[src/rtl/fpwm_pkg.sv]
// Shared constants and types for the fast PWM timer.
// Assumes a counter of at least 10 bits so the fixed TOP widths fit.
package fpwm_pkg;
    localparam int FIXED8_TOP  = 16'h00FF;
    localparam int FIXED9_TOP  = 16'h01FF;
    localparam int FIXED10_TOP = 16'h03FF;

    typedef enum logic [1:0] {
        OUT_OFF    = 2'd0,
        OUT_TOGGLE = 2'd1,
        OUT_PWM    = 2'd2,
        OUT_PWM_N  = 2'd3
    } out_mode_e;

    typedef enum logic [1:0] {
        REG_CMP_A  = 2'd0,
        REG_CMP_B  = 2'd1,
        REG_PERIOD = 2'd2
    } reg_sel_e;

    typedef enum logic [2:0] {
        TOP_FIX8   = 3'd0,
        TOP_FIX9   = 3'd1,
        TOP_FIX10  = 3'd2,
        TOP_PERIOD = 3'd3,
        TOP_CMP_A  = 3'd4
    } top_src_e;
endpackage

[src/rtl/fpwm_prescaler.sv]
// Tick generator: emits a one-clock tick every N enabled clocks.
// Assumes DIV_W >= 10 so the largest divider (1024) fits.
module fpwm_prescaler #(
    parameter int DIV_W = 10
) (
    input  logic       clk,
    input  logic       rst_n,
    input  logic       enable,
    input  logic [2:0] sel,
    output logic       tick
);
    logic [DIV_W-1:0] div_cnt;
    logic [DIV_W-1:0] div_mask;
    logic             sel_ok;

    // Decode the divider select into a low-bit mask (N-1).
    always_comb begin
        sel_ok = 1'b1;
        case (sel)
            3'd0:    div_mask = '0;
            3'd1:    div_mask = DIV_W'(7);
            3'd2:    div_mask = DIV_W'(63);
            3'd3:    div_mask = DIV_W'(255);
            3'd4:    div_mask = DIV_W'(1023);
            default: begin div_mask = '1; sel_ok = 1'b0; end
        endcase
    end

    // Free-running divider, cleared while the timer is stopped.
    always_ff @(posedge clk) begin
        if (!rst_n || !enable) div_cnt <= '0;
        else                   div_cnt <= div_cnt + 1'b1;
    end

    assign tick = enable && sel_ok && ((div_cnt & div_mask) == div_mask);
endmodule

[src/rtl/fpwm_counter.sv]
// Up-counter that clears after TOP and pulses an overflow flag.
// Assumes top_val is stable around the tick; wraps through all-ones if above TOP.
module fpwm_counter #(
    parameter int CNT_W = 16
) (
    input  logic             clk,
    input  logic             rst_n,
    input  logic             tick,
    input  logic [CNT_W-1:0] top_val,
    output logic [CNT_W-1:0] count,
    output logic             at_top,
    output logic             ovf_flag
);
    assign at_top = (count == top_val);

    // Advance on ticks; clear at TOP and flag it.
    always_ff @(posedge clk) begin
        if (!rst_n) begin
            count    <= '0;
            ovf_flag <= 1'b0;
        end else begin
            ovf_flag <= tick && at_top;
            if (tick) count <= at_top ? '0 : count + 1'b1;
        end
    end
endmodule

[src/rtl/fpwm_channel.sv]
// One compare channel: write buffer, active compare, match flag, waveform.
// Assumes the buffer is written at most once per clock; reload happens at TOP.
module fpwm_channel
    import fpwm_pkg::*;
#(
    parameter int CNT_W      = 16,
    parameter bit HAS_TOGGLE = 1'b0
) (
    input  logic             clk,
    input  logic             rst_n,
    input  logic             tick,
    input  logic             at_top,
    input  logic [CNT_W-1:0] count,
    input  logic             wr_stb,
    input  logic [CNT_W-1:0] wr_data,
    input  logic [CNT_W-1:0] wr_mask,
    input  out_mode_e        mode,
    input  logic             pwm_allowed,
    output logic [CNT_W-1:0] active_cmp,
    output logic             match_flag,
    output logic             wave
);
    logic [CNT_W-1:0] buf_cmp;
    logic             hit;
    logic             pwm_q;
    logic             tog_q;

    assign hit = tick && (count == active_cmp);

    // Capture software writes, trimmed to the TOP width.
    always_ff @(posedge clk) begin
        if (!rst_n)      buf_cmp <= '0;
        else if (wr_stb) buf_cmp <= wr_data & wr_mask;
    end

    // Copy the buffer into the active compare at TOP.
    always_ff @(posedge clk) begin
        if (!rst_n)              active_cmp <= '0;
        else if (tick && at_top) active_cmp <= buf_cmp;
    end

    // Match pulse, PWM level (set at TOP wins over clear) and toggle state.
    always_ff @(posedge clk) begin
        if (!rst_n) begin
            match_flag <= 1'b0;
            pwm_q      <= 1'b0;
            tog_q      <= 1'b0;
        end else begin
            match_flag <= hit;
            if (tick && at_top) pwm_q <= 1'b1;
            else if (hit)       pwm_q <= 1'b0;
            if (hit)            tog_q <= ~tog_q;
        end
    end

    // Shape the pin according to the output mode.
    always_comb begin
        case (mode)
            OUT_TOGGLE: wave = HAS_TOGGLE ? tog_q : 1'b0;
            OUT_PWM:    wave = pwm_allowed && pwm_q;
            OUT_PWM_N:  wave = pwm_allowed && !pwm_q;
            default:    wave = 1'b0;
        endcase
    end
endmodule

[src/rtl/fpwm_timer.sv]
// Fast PWM timer top: prescaler, counter, TOP source select, two channels.
// Assumes CNT_W >= 10; channel A (index 0) has the toggle mode and can act as TOP.
module fpwm_timer
    import fpwm_pkg::*;
#(
    parameter int CNT_W  = 16,
    parameter int DIV_W  = 10,
    parameter int N_CHAN = 2
) (
    input  logic             clk,
    input  logic             rst_n,
    input  logic             enable,
    input  logic [2:0]       presc_sel,
    input  logic [2:0]       top_mode,
    input  logic [1:0]       com_a,
    input  logic [1:0]       com_b,
    input  logic             wr_en,
    input  logic [1:0]       wr_addr,
    input  logic [CNT_W-1:0] wr_data,
    output logic [CNT_W-1:0] count,
    output logic             ovf_flag,
    output logic             match_a,
    output logic             match_b,
    output logic             wave_a,
    output logic             wave_b
);
    logic             tick;
    logic             at_top;
    logic [CNT_W-1:0] top_val;
    logic [CNT_W-1:0] period_q;
    logic [CNT_W-1:0] wr_mask;
    logic [CNT_W-1:0] act_a_w;
    logic             cmp_a_is_top;
    logic [CNT_W-1:0] act_cmp [N_CHAN];
    logic [N_CHAN-1:0] match_v;
    logic [N_CHAN-1:0] wave_v;
    out_mode_e         mode_v [N_CHAN];

    assign act_a_w      = act_cmp[0];
    assign cmp_a_is_top = (top_mode == TOP_CMP_A);
    assign mode_v[0]    = out_mode_e'(com_a);
    assign mode_v[1]    = out_mode_e'(com_b);

    // Select TOP and the write mask that matches its width.
    always_comb begin
        case (top_mode)
            TOP_FIX9:   top_val = CNT_W'(FIXED9_TOP);
            TOP_FIX10:  top_val = CNT_W'(FIXED10_TOP);
            TOP_PERIOD: top_val = period_q;
            TOP_CMP_A:  top_val = act_a_w;
            default:    top_val = CNT_W'(FIXED8_TOP);
        endcase
        wr_mask = (top_mode == TOP_PERIOD || cmp_a_is_top) ? '1 : top_val;
    end

    // Unbuffered period register.
    always_ff @(posedge clk) begin
        if (!rst_n)                                  period_q <= '0;
        else if (wr_en && wr_addr == 2'(REG_PERIOD)) period_q <= wr_data;
    end

    fpwm_prescaler #(.DIV_W(DIV_W)) u_presc (
        .clk(clk), .rst_n(rst_n), .enable(enable), .sel(presc_sel), .tick(tick)
    );

    fpwm_counter #(.CNT_W(CNT_W)) u_cnt (
        .clk(clk), .rst_n(rst_n), .tick(tick), .top_val(top_val),
        .count(count), .at_top(at_top), .ovf_flag(ovf_flag)
    );

    for (genvar g = 0; g < N_CHAN; g++) begin : g_chan
        fpwm_channel #(.CNT_W(CNT_W), .HAS_TOGGLE(g == 0)) u_ch (
            .clk(clk), .rst_n(rst_n), .tick(tick), .at_top(at_top), .count(count),
            .wr_stb(wr_en && wr_addr == 2'(g)), .wr_data(wr_data), .wr_mask(wr_mask),
            .mode(mode_v[g]), .pwm_allowed(!(g == 0 && cmp_a_is_top)),
            .active_cmp(act_cmp[g]), .match_flag(match_v[g]), .wave(wave_v[g])
        );
    end

    assign match_a = match_v[0];
    assign match_b = match_v[1];
    assign wave_a  = wave_v[0];
    assign wave_b  = wave_v[1];
endmodule

[config.mk]
export PLATFORM = sky130hd
export DESIGN_NAME = fpwm_timer
export DESIGN_NICKNAME = d
export VERILOG_FILES = /design/src/rtl/fpwm_pkg.sv /design/src/rtl/fpwm_prescaler.sv /design/src/rtl/fpwm_counter.sv /design/src/rtl/fpwm_channel.sv /design/src/rtl/fpwm_timer.sv
export SDC_FILE = /design/constraint.sdc
export NUM_CORES = 1
export LEC_CHECK = 0
export BUFFER_PORTS_ARGS = -buffer_cell sky130_fd_sc_hd__buf_2
export CAP_MARGIN = 20
export CORE_ASPECT_RATIO = 0.6
export CORE_MARGIN = 1.5
export CORE_UTILIZATION = 60
export CTS_BUF_LIST = sky130_fd_sc_hd__clkbuf_8
export CTS_CLUSTER_SIZE = 14
export DETAILED_ROUTE_END_ITERATION = 8
export PLACE_DENSITY_LB_ADDON = 0.2
export SLEW_MARGIN = 20
export SYNTH_ARGS = -nofsm -noshare
export SYNTH_HDL_FRONTEND = slang
export SYNTH_SLANG_ARGS = --single-unit
[constraint.sdc]
create_clock -name clk -period 7.2 [get_ports clk]
set_input_delay 0.72 -clock clk [delete_from_list [all_inputs] [get_ports clk]]
set_output_delay 0.72 -clock clk [all_outputs]
set_load 0.005 [all_outputs]
Yosys cells after proc, flatten, opt, wreduce, memory -nomap -nowiden
Cells that the tools add are included.
{ "word_totals": {"ramBits": 0, "register_bits": 112, "rom_bits": 0, "n_memories": 0, "word_cells": 70, "latchBits": 0} }
{ "classes": {"n_eq_ne": 19, "order_cmp": 0, "multipliers": 0, "n_bitwise": 3, "mux": 11, "shifts": 0, "n_reduce_logical": 22, "addsub": 2, "div": 0} }
{ "op_table": {"columns": ["op", "n"], "rows": [
  ["16-bit case mux with 4 select lines", 1],
  ["16-bit equality test", 3],
  ["10-bit case mux with 4 select lines", 1],
  ["16-bit 2-to-1 mux", 2],
  ["16-bit by 1-bit adder with 16-bit output, second input constant", 1],
  ["16-bit AND", 1],
  ["3-bit by 2-bit equality test with 1-bit output, second input constant", 4],
  ["10-bit by 1-bit adder with 10-bit output, second input constant", 1],
  ["10-bit AND", 1],
  ["10-bit equality test", 1],
  ["2-bit equality test, second input constant", 5],
  ["1-bit logical AND", 10],
  ["3-bit by 1-bit equality test with 1-bit output, second input constant", 2],
  ["3-bit equality test, second input constant", 2],
  ["1-bit zero test", 5],
  ["1-bit 2-to-1 mux", 5],
  ["5-bit OR reduction", 1],
  ["2-bit by 1-bit equality test with 1-bit output, second input constant", 2],
  ["2-bit nonzero test", 2],
  ["3-bit zero test", 1],
  ["1-bit case mux with 3 select lines", 1],
  ["2-bit zero test", 1],
  ["1-bit logical OR", 2],
  ["1-bit case mux with 2 select lines", 1],
  ["1-bit inverter", 1]
]} }

Depth between registers and ports, before layout
{ "depth": {"ltp_word": 8, "mapped_depth": 9} }

Hierarchy
From an unflattened synthesis, not the netlist that was laid out.
{ "hier_totals": {"hier_cells": 618, "area_unflattened_um2": 5263.8} }
{ "by_module_without_submodules": {"columns": ["module", "area_each_um2", "n_inst", "seq_area_each_um2", "cells_each"], "rows": [
  ["fpwm_channel (g_chan[0].u_ch)", 1437.6, 1, 700.7, 175],
  ["fpwm_channel (g_chan[1].u_ch)", 1425.1, 1, 680.7, 172],
  ["fpwm_counter", 997.2, 1, 340.3, 112],
  ["fpwm_timer", 950.9, 1, 320.3, 110],
  ["fpwm_prescaler", 452.9, 1, 200.2, 49]
]} }

Worst setup path after synthesis
Ideal clock, no wire load.
{ "synth_path": {"path_kind": "in2reg", "startpoint": "input top_mode[0]", "endpoint": "register u_cnt.count[6]", "required_ns": 7.084, "setup_slack_ns": 4.151, "path_stages": 8, "arrival_time_ns": 2.933, "cell_sequence": "buf_2 -> nor3b_2 -> a22oi_1 -> xnor2_1 -> or4_4 -> nor4_4 -> buf_6 -> and3b_1"} }
{ "synth_between": {"elab_chain_cells": 4, "word_cells_on_any_way": 7, "cone_classes": "eq/ne (5); mux (2)"} }
{ "synth_lines": {"columns": ["item", "line", "text"], "rows": [
  ["start: declaration", "fpwm_timer.sv:14", "input logic [2:0] top_mode,"],
  ["3-bit equality test (tied with other cells)", "fpwm_timer.sv:46", "case (top_mode)"],
  ["16-bit case mux with 4 select lines *", "fpwm_timer.sv:46", null],
  ["16-bit equality test *", "fpwm_counter.sv:14", "assign at_top = (count == top_val);"],
  ["16-bit 2-to-1 mux *", "fpwm_counter.sv:23", "if (tick) count <= at_top ? '0 : count + 1'b1;"],
  ["end signal: assignment", "fpwm_counter.sv:23", null],
  ["end: declaration", "fpwm_counter.sv:10", "output logic [CNT_W-1:0] count,"]
]} }
Mark *: on every way between the ends. The rest lies on a longest branch, timed or not.
A chain may end at the register's enable or synchronous reset.

Worst setup path after layout
{ "layout_path": {"startpoint": "input top_mode[2]", "endpoint": "register g_chan[1].u_ch.active_cmp[13]"} }
{ "layout_between": {"elab_chain_cells": 4, "word_cells_on_any_way": 7, "cone_classes": "eq/ne (5); mux (1); reduce/logical (1)"} }
{ "layout_lines": {"columns": ["item", "line", "text"], "rows": [
  ["3-bit equality test (tied with other cells)", "fpwm_timer.sv:46", null],
  ["16-bit case mux with 4 select lines *", "fpwm_timer.sv:46", null],
  ["16-bit equality test *", "fpwm_counter.sv:14", null],
  ["1-bit logical AND *", "fpwm_channel.sv:39", "else if (tick && at_top) active_cmp <= buf_cmp;"],
  ["end signal: assignment", "fpwm_channel.sv:39", null],
  ["end: declaration", "fpwm_channel.sv:19", "output logic [CNT_W-1:0] active_cmp,"]
]} }
Marked as above.

==> reports/qor.yml <==
run_status:
  outcome: "finished clean"
grt:
  grt_max_degree: 90
  grt-ovfl-total: 0
  grt_antenna_before_repair: 0
  gr-usage-all-layers_pct: 28.6
  grt_pass1_vias: 4174
  grt_pass1_wl_mm: 21.5
power:
  clockPowerShare_pct: 35.5
  seqPwrFrac_pct: 57.7
  p_leak_nw: 2.08
  pwr-share-comb_pct: 6.8
  p_int_w: 0.000827
  power_density_nw_per_um2: 187
  power_switching_w: 0.000270
  vdd_drop_max_mv: 0.116
  switching_share_pct: 24.6
worst_setup_path:
  cp_data_required_time_ns: 7.51
  worstPathArrival_ns: 3.69
  path_class: "input port to flop"
  worst_setup_path_end_kind: "flop"
  reg2reg_to: "g_chan[1].u_ch.active_cmp[13]"
  rrSetupSlack_ns: 3.99
  r2r-start: "u_presc.div_cnt[9]"
  reg2reg_depth: 7
  startpoint_type: "input port"
  critPathMaxFanout: 51
cts:
  h-tree-depth: 3
  numCtsBuffers: 9
  path_clk_slew_ns: 0.10
  cts_buffer_depth: 2
  cts_tree: "built"
  cts_resized: 0
  hold_buffers: 0
  clock_latency_ns: 0.39
  root_buffer: "clkbuf_8"
  clock-sinks: 112
  cts_setup_buffers: 0
synth:
  netlist_instances: 631
  yosysTopAreaCellShare_pct: 41.1
  yosysTopAreaCell: "dfxtp_1"
  avgSynthCellArea_um2: 8.64
  ys_ff_latch: 112
  synth_area_um2: 5450
  synth_top_flop_cell: "dfxtp_1"
  yosys.cell_count.top_type: "nand2_1"
  synth_area_leaders: "dfxtp_1, nand2_1, a21boi_0"
  synth_cell_types: 50
  synth_common_cells: "nand2_1, dfxtp_1, a21boi_0, clkbuf_1, xnor2_1"
  synth_nets: 665
  yosysSeqAreaShare_pct: 41.1
  yosysWarnings: 0
  async_flop_share_pct: 0
  synth_edf_count: 0
floorplan:
  die-width_um: 126
  io_pins: 53
  fp.dieArea_um2: 9690
  die_h_um: 76.8
  coreArea_um2: 8650
  start_util_pct: 63.0
  core.rowCount: 26
sta:
  finalSetupViolations: 0
  timing.slew.headroom_pct: 47.7
  rsz0062_at_grt: "false"
  hold_violations: 0
  worst_slew_pin_slew_ns: 0.782
  setup_tns_ns: 0
  fin_crit_ns: 3.38
  fin_worst_skew_ns: 0.00791
  slew_viol_final: 0
  max_freq_mhz: 296
  fin_crit_sh_pct: 47.0
  worst_slack_ns: 3.82
detailed_routing:
  routed_wirelength_mm: 13.4
  vias: 4481
  first_pass_iters: 7
  viasPerCell: 5.86
  wl_per_cell_um: 17.5
  ant_nets: 0
  drt-initial-drc-count: 499
  post-route-drc-count: 0
placed_design:
  port_buffers: 52
  place.gp.congestion: 0.952
  dp_cells: 749
  place_ws_ns: 3.48
  dp_hpwl_mm: 9.56
finish:
  area_growth_syn_to_layout_pct: 7.46
  drive_gt1_share_pct: 12.7
  stdcell_count: 765
  insertedDiodeCount: 0
  nets: 682
min_path:
  hold_end: "g_chan[1].u_ch.active_cmp[7]"
  hp-class: "flop to flop"
  min_path_cells: 2
  hp-start: "g_chan[1].u_ch.buf_cmp[7]"
run:
  cap_violations: 0
-- state kept, by name, indices dropped and copies added, names as in the netlist --
| name | flops |
|---|---|
| period_q | 16 |
| g_chan.u_ch.tog_q | 1 |
| g_chan.u_ch.buf_cmp | 32 |
| u_presc.div_cnt | 10 |
| g_chan.u_ch.pwm_q | 2 |
| g_chan.u_ch.match_flag | 2 |
| u_cnt.ovf_flag | 1 |
| u_cnt.count | 16 |
| g_chan.u_ch.active_cmp | 32 |
-- placed cells by master, fill, tap and decap left out, types with 5 or more instances in the layout --
cell type | synthesis | final
a21boi_0 | 49 | 49
a22oi_1 | 7 | 7
and2_1 | 7 | 7
and3_1 | 7 | 7
buf_2 | 4 | 51
clkbuf_8 | 0 | 10
dfxtp_1 | 112 | 112
inv_1 | 5 | 5
mux2i_1 | 32 | 32
nand2_1 | 155 | 155
nand3_1 | 22 | 22
nand4_1 | 16 | 16
nor2_1 | 15 | 14
nor3_1 | 5 | 5
nor3b_1 | 15 | 15
o21ai_0 | 10 | 10
xnor2_1 | 37 | 37
xor2_1 | 30 | 30
-- power groups by stage --
stage	clock network, W	registers (W)	logic, W
6_report	0.000389	0.000633	0.0000744
5_1_grt	0.000418	0.000634	0.0000817
4_1_cts	0.000394	0.000633	0.0000732
3_5_place_dp	0	0.000647	0.0000731
3_3_place_gp	0	0.000647	0.0000708
2_1_floorplan	0	0.000645	0.0000497
-- how the worst max path moves through the flow --
stage / from / endpoint / slack [ns] / cells past startpoint
after CTS: top_mode[2] / g_chan[1].u_ch.active_cmp[11] / 3.89 / 8
after floorplan: top_mode[0] / u_cnt.count[6] / 4.15 / 8
after global placement: top_mode[2] / u_cnt.count[6] / 3.56 / 8
after detailed placement: top_mode[2] / g_chan[1].u_ch.active_cmp[13] / 3.48 / 8
final: top_mode[2] / g_chan[1].u_ch.active_cmp[13] / 3.82 / 8
after global routing: top_mode[2] / g_chan[1].u_ch.active_cmp[11] / 3.64 / 8
-- layer usage --
metal	wire length [um]	part of all wire, %	global-route usage, %
met1	6390	48	39.8
met2	5840	44	42.1
met3	922	6.9	8.86
met4	223	1.7	9.20
met5	0	0	0
-- cells by family after synthesis --
family	after synthesis	share of synthesized area, %
AND/OR/NAND/NOR	284	26.8
adder cells (fa/ha/maj)	2	0.459
flip-flops	112	41.1
buffers and inverters	54	4.50
XOR/XNOR	67	10.8
AO/OA/AOI/OAI	80	10.5
multiplexers	32	5.88
-- layout make-up --
| cell class | count | area (um^2) |
|---|---|---|
| multi-input combinational | 465 | 2970 |
| clock buffer | 10 | 138 |
| tap | 112 | 140 |
| inverter | 5 | 18.8 |
| fill | 714 | 2800 |
| timing repair buffer | 55 | 285 |
| clock inverter | 6 | 67.6 |
| sequential | 112 | 2240 |
-- critical path, stage by stage --
cell and delay, ns:
buf_2 0.25, nor3b_2 0.56, a22oi_1 0.21, xnor2_1 0.16, or4_4 0.56, nor4_4 0.27, buf_4 0.64, mux2i_1 0.28
-- through the flow --
| stage | hold slack (ns) | instance area [um^2] | utilization, % | total power [W] |
|---|---|---|---|---|
| global route | 0.487 | 5860 | 67.7 | 0.00113 |
| floorplan | 0.426 | 5450 | - | 0.000695 |
| CTS | 0.468 | 5860 | 67.7 | 0.00110 |
| finish | 0.467 | 5860 | 67.7 | 0.00110 |
| global placement | 0.444 | 5650 | 65.3 | 0.000718 |
| detailed placement | 0.450 | 5650 | 65.3 | 0.000720 |
(Power assumes the default switching activity.)
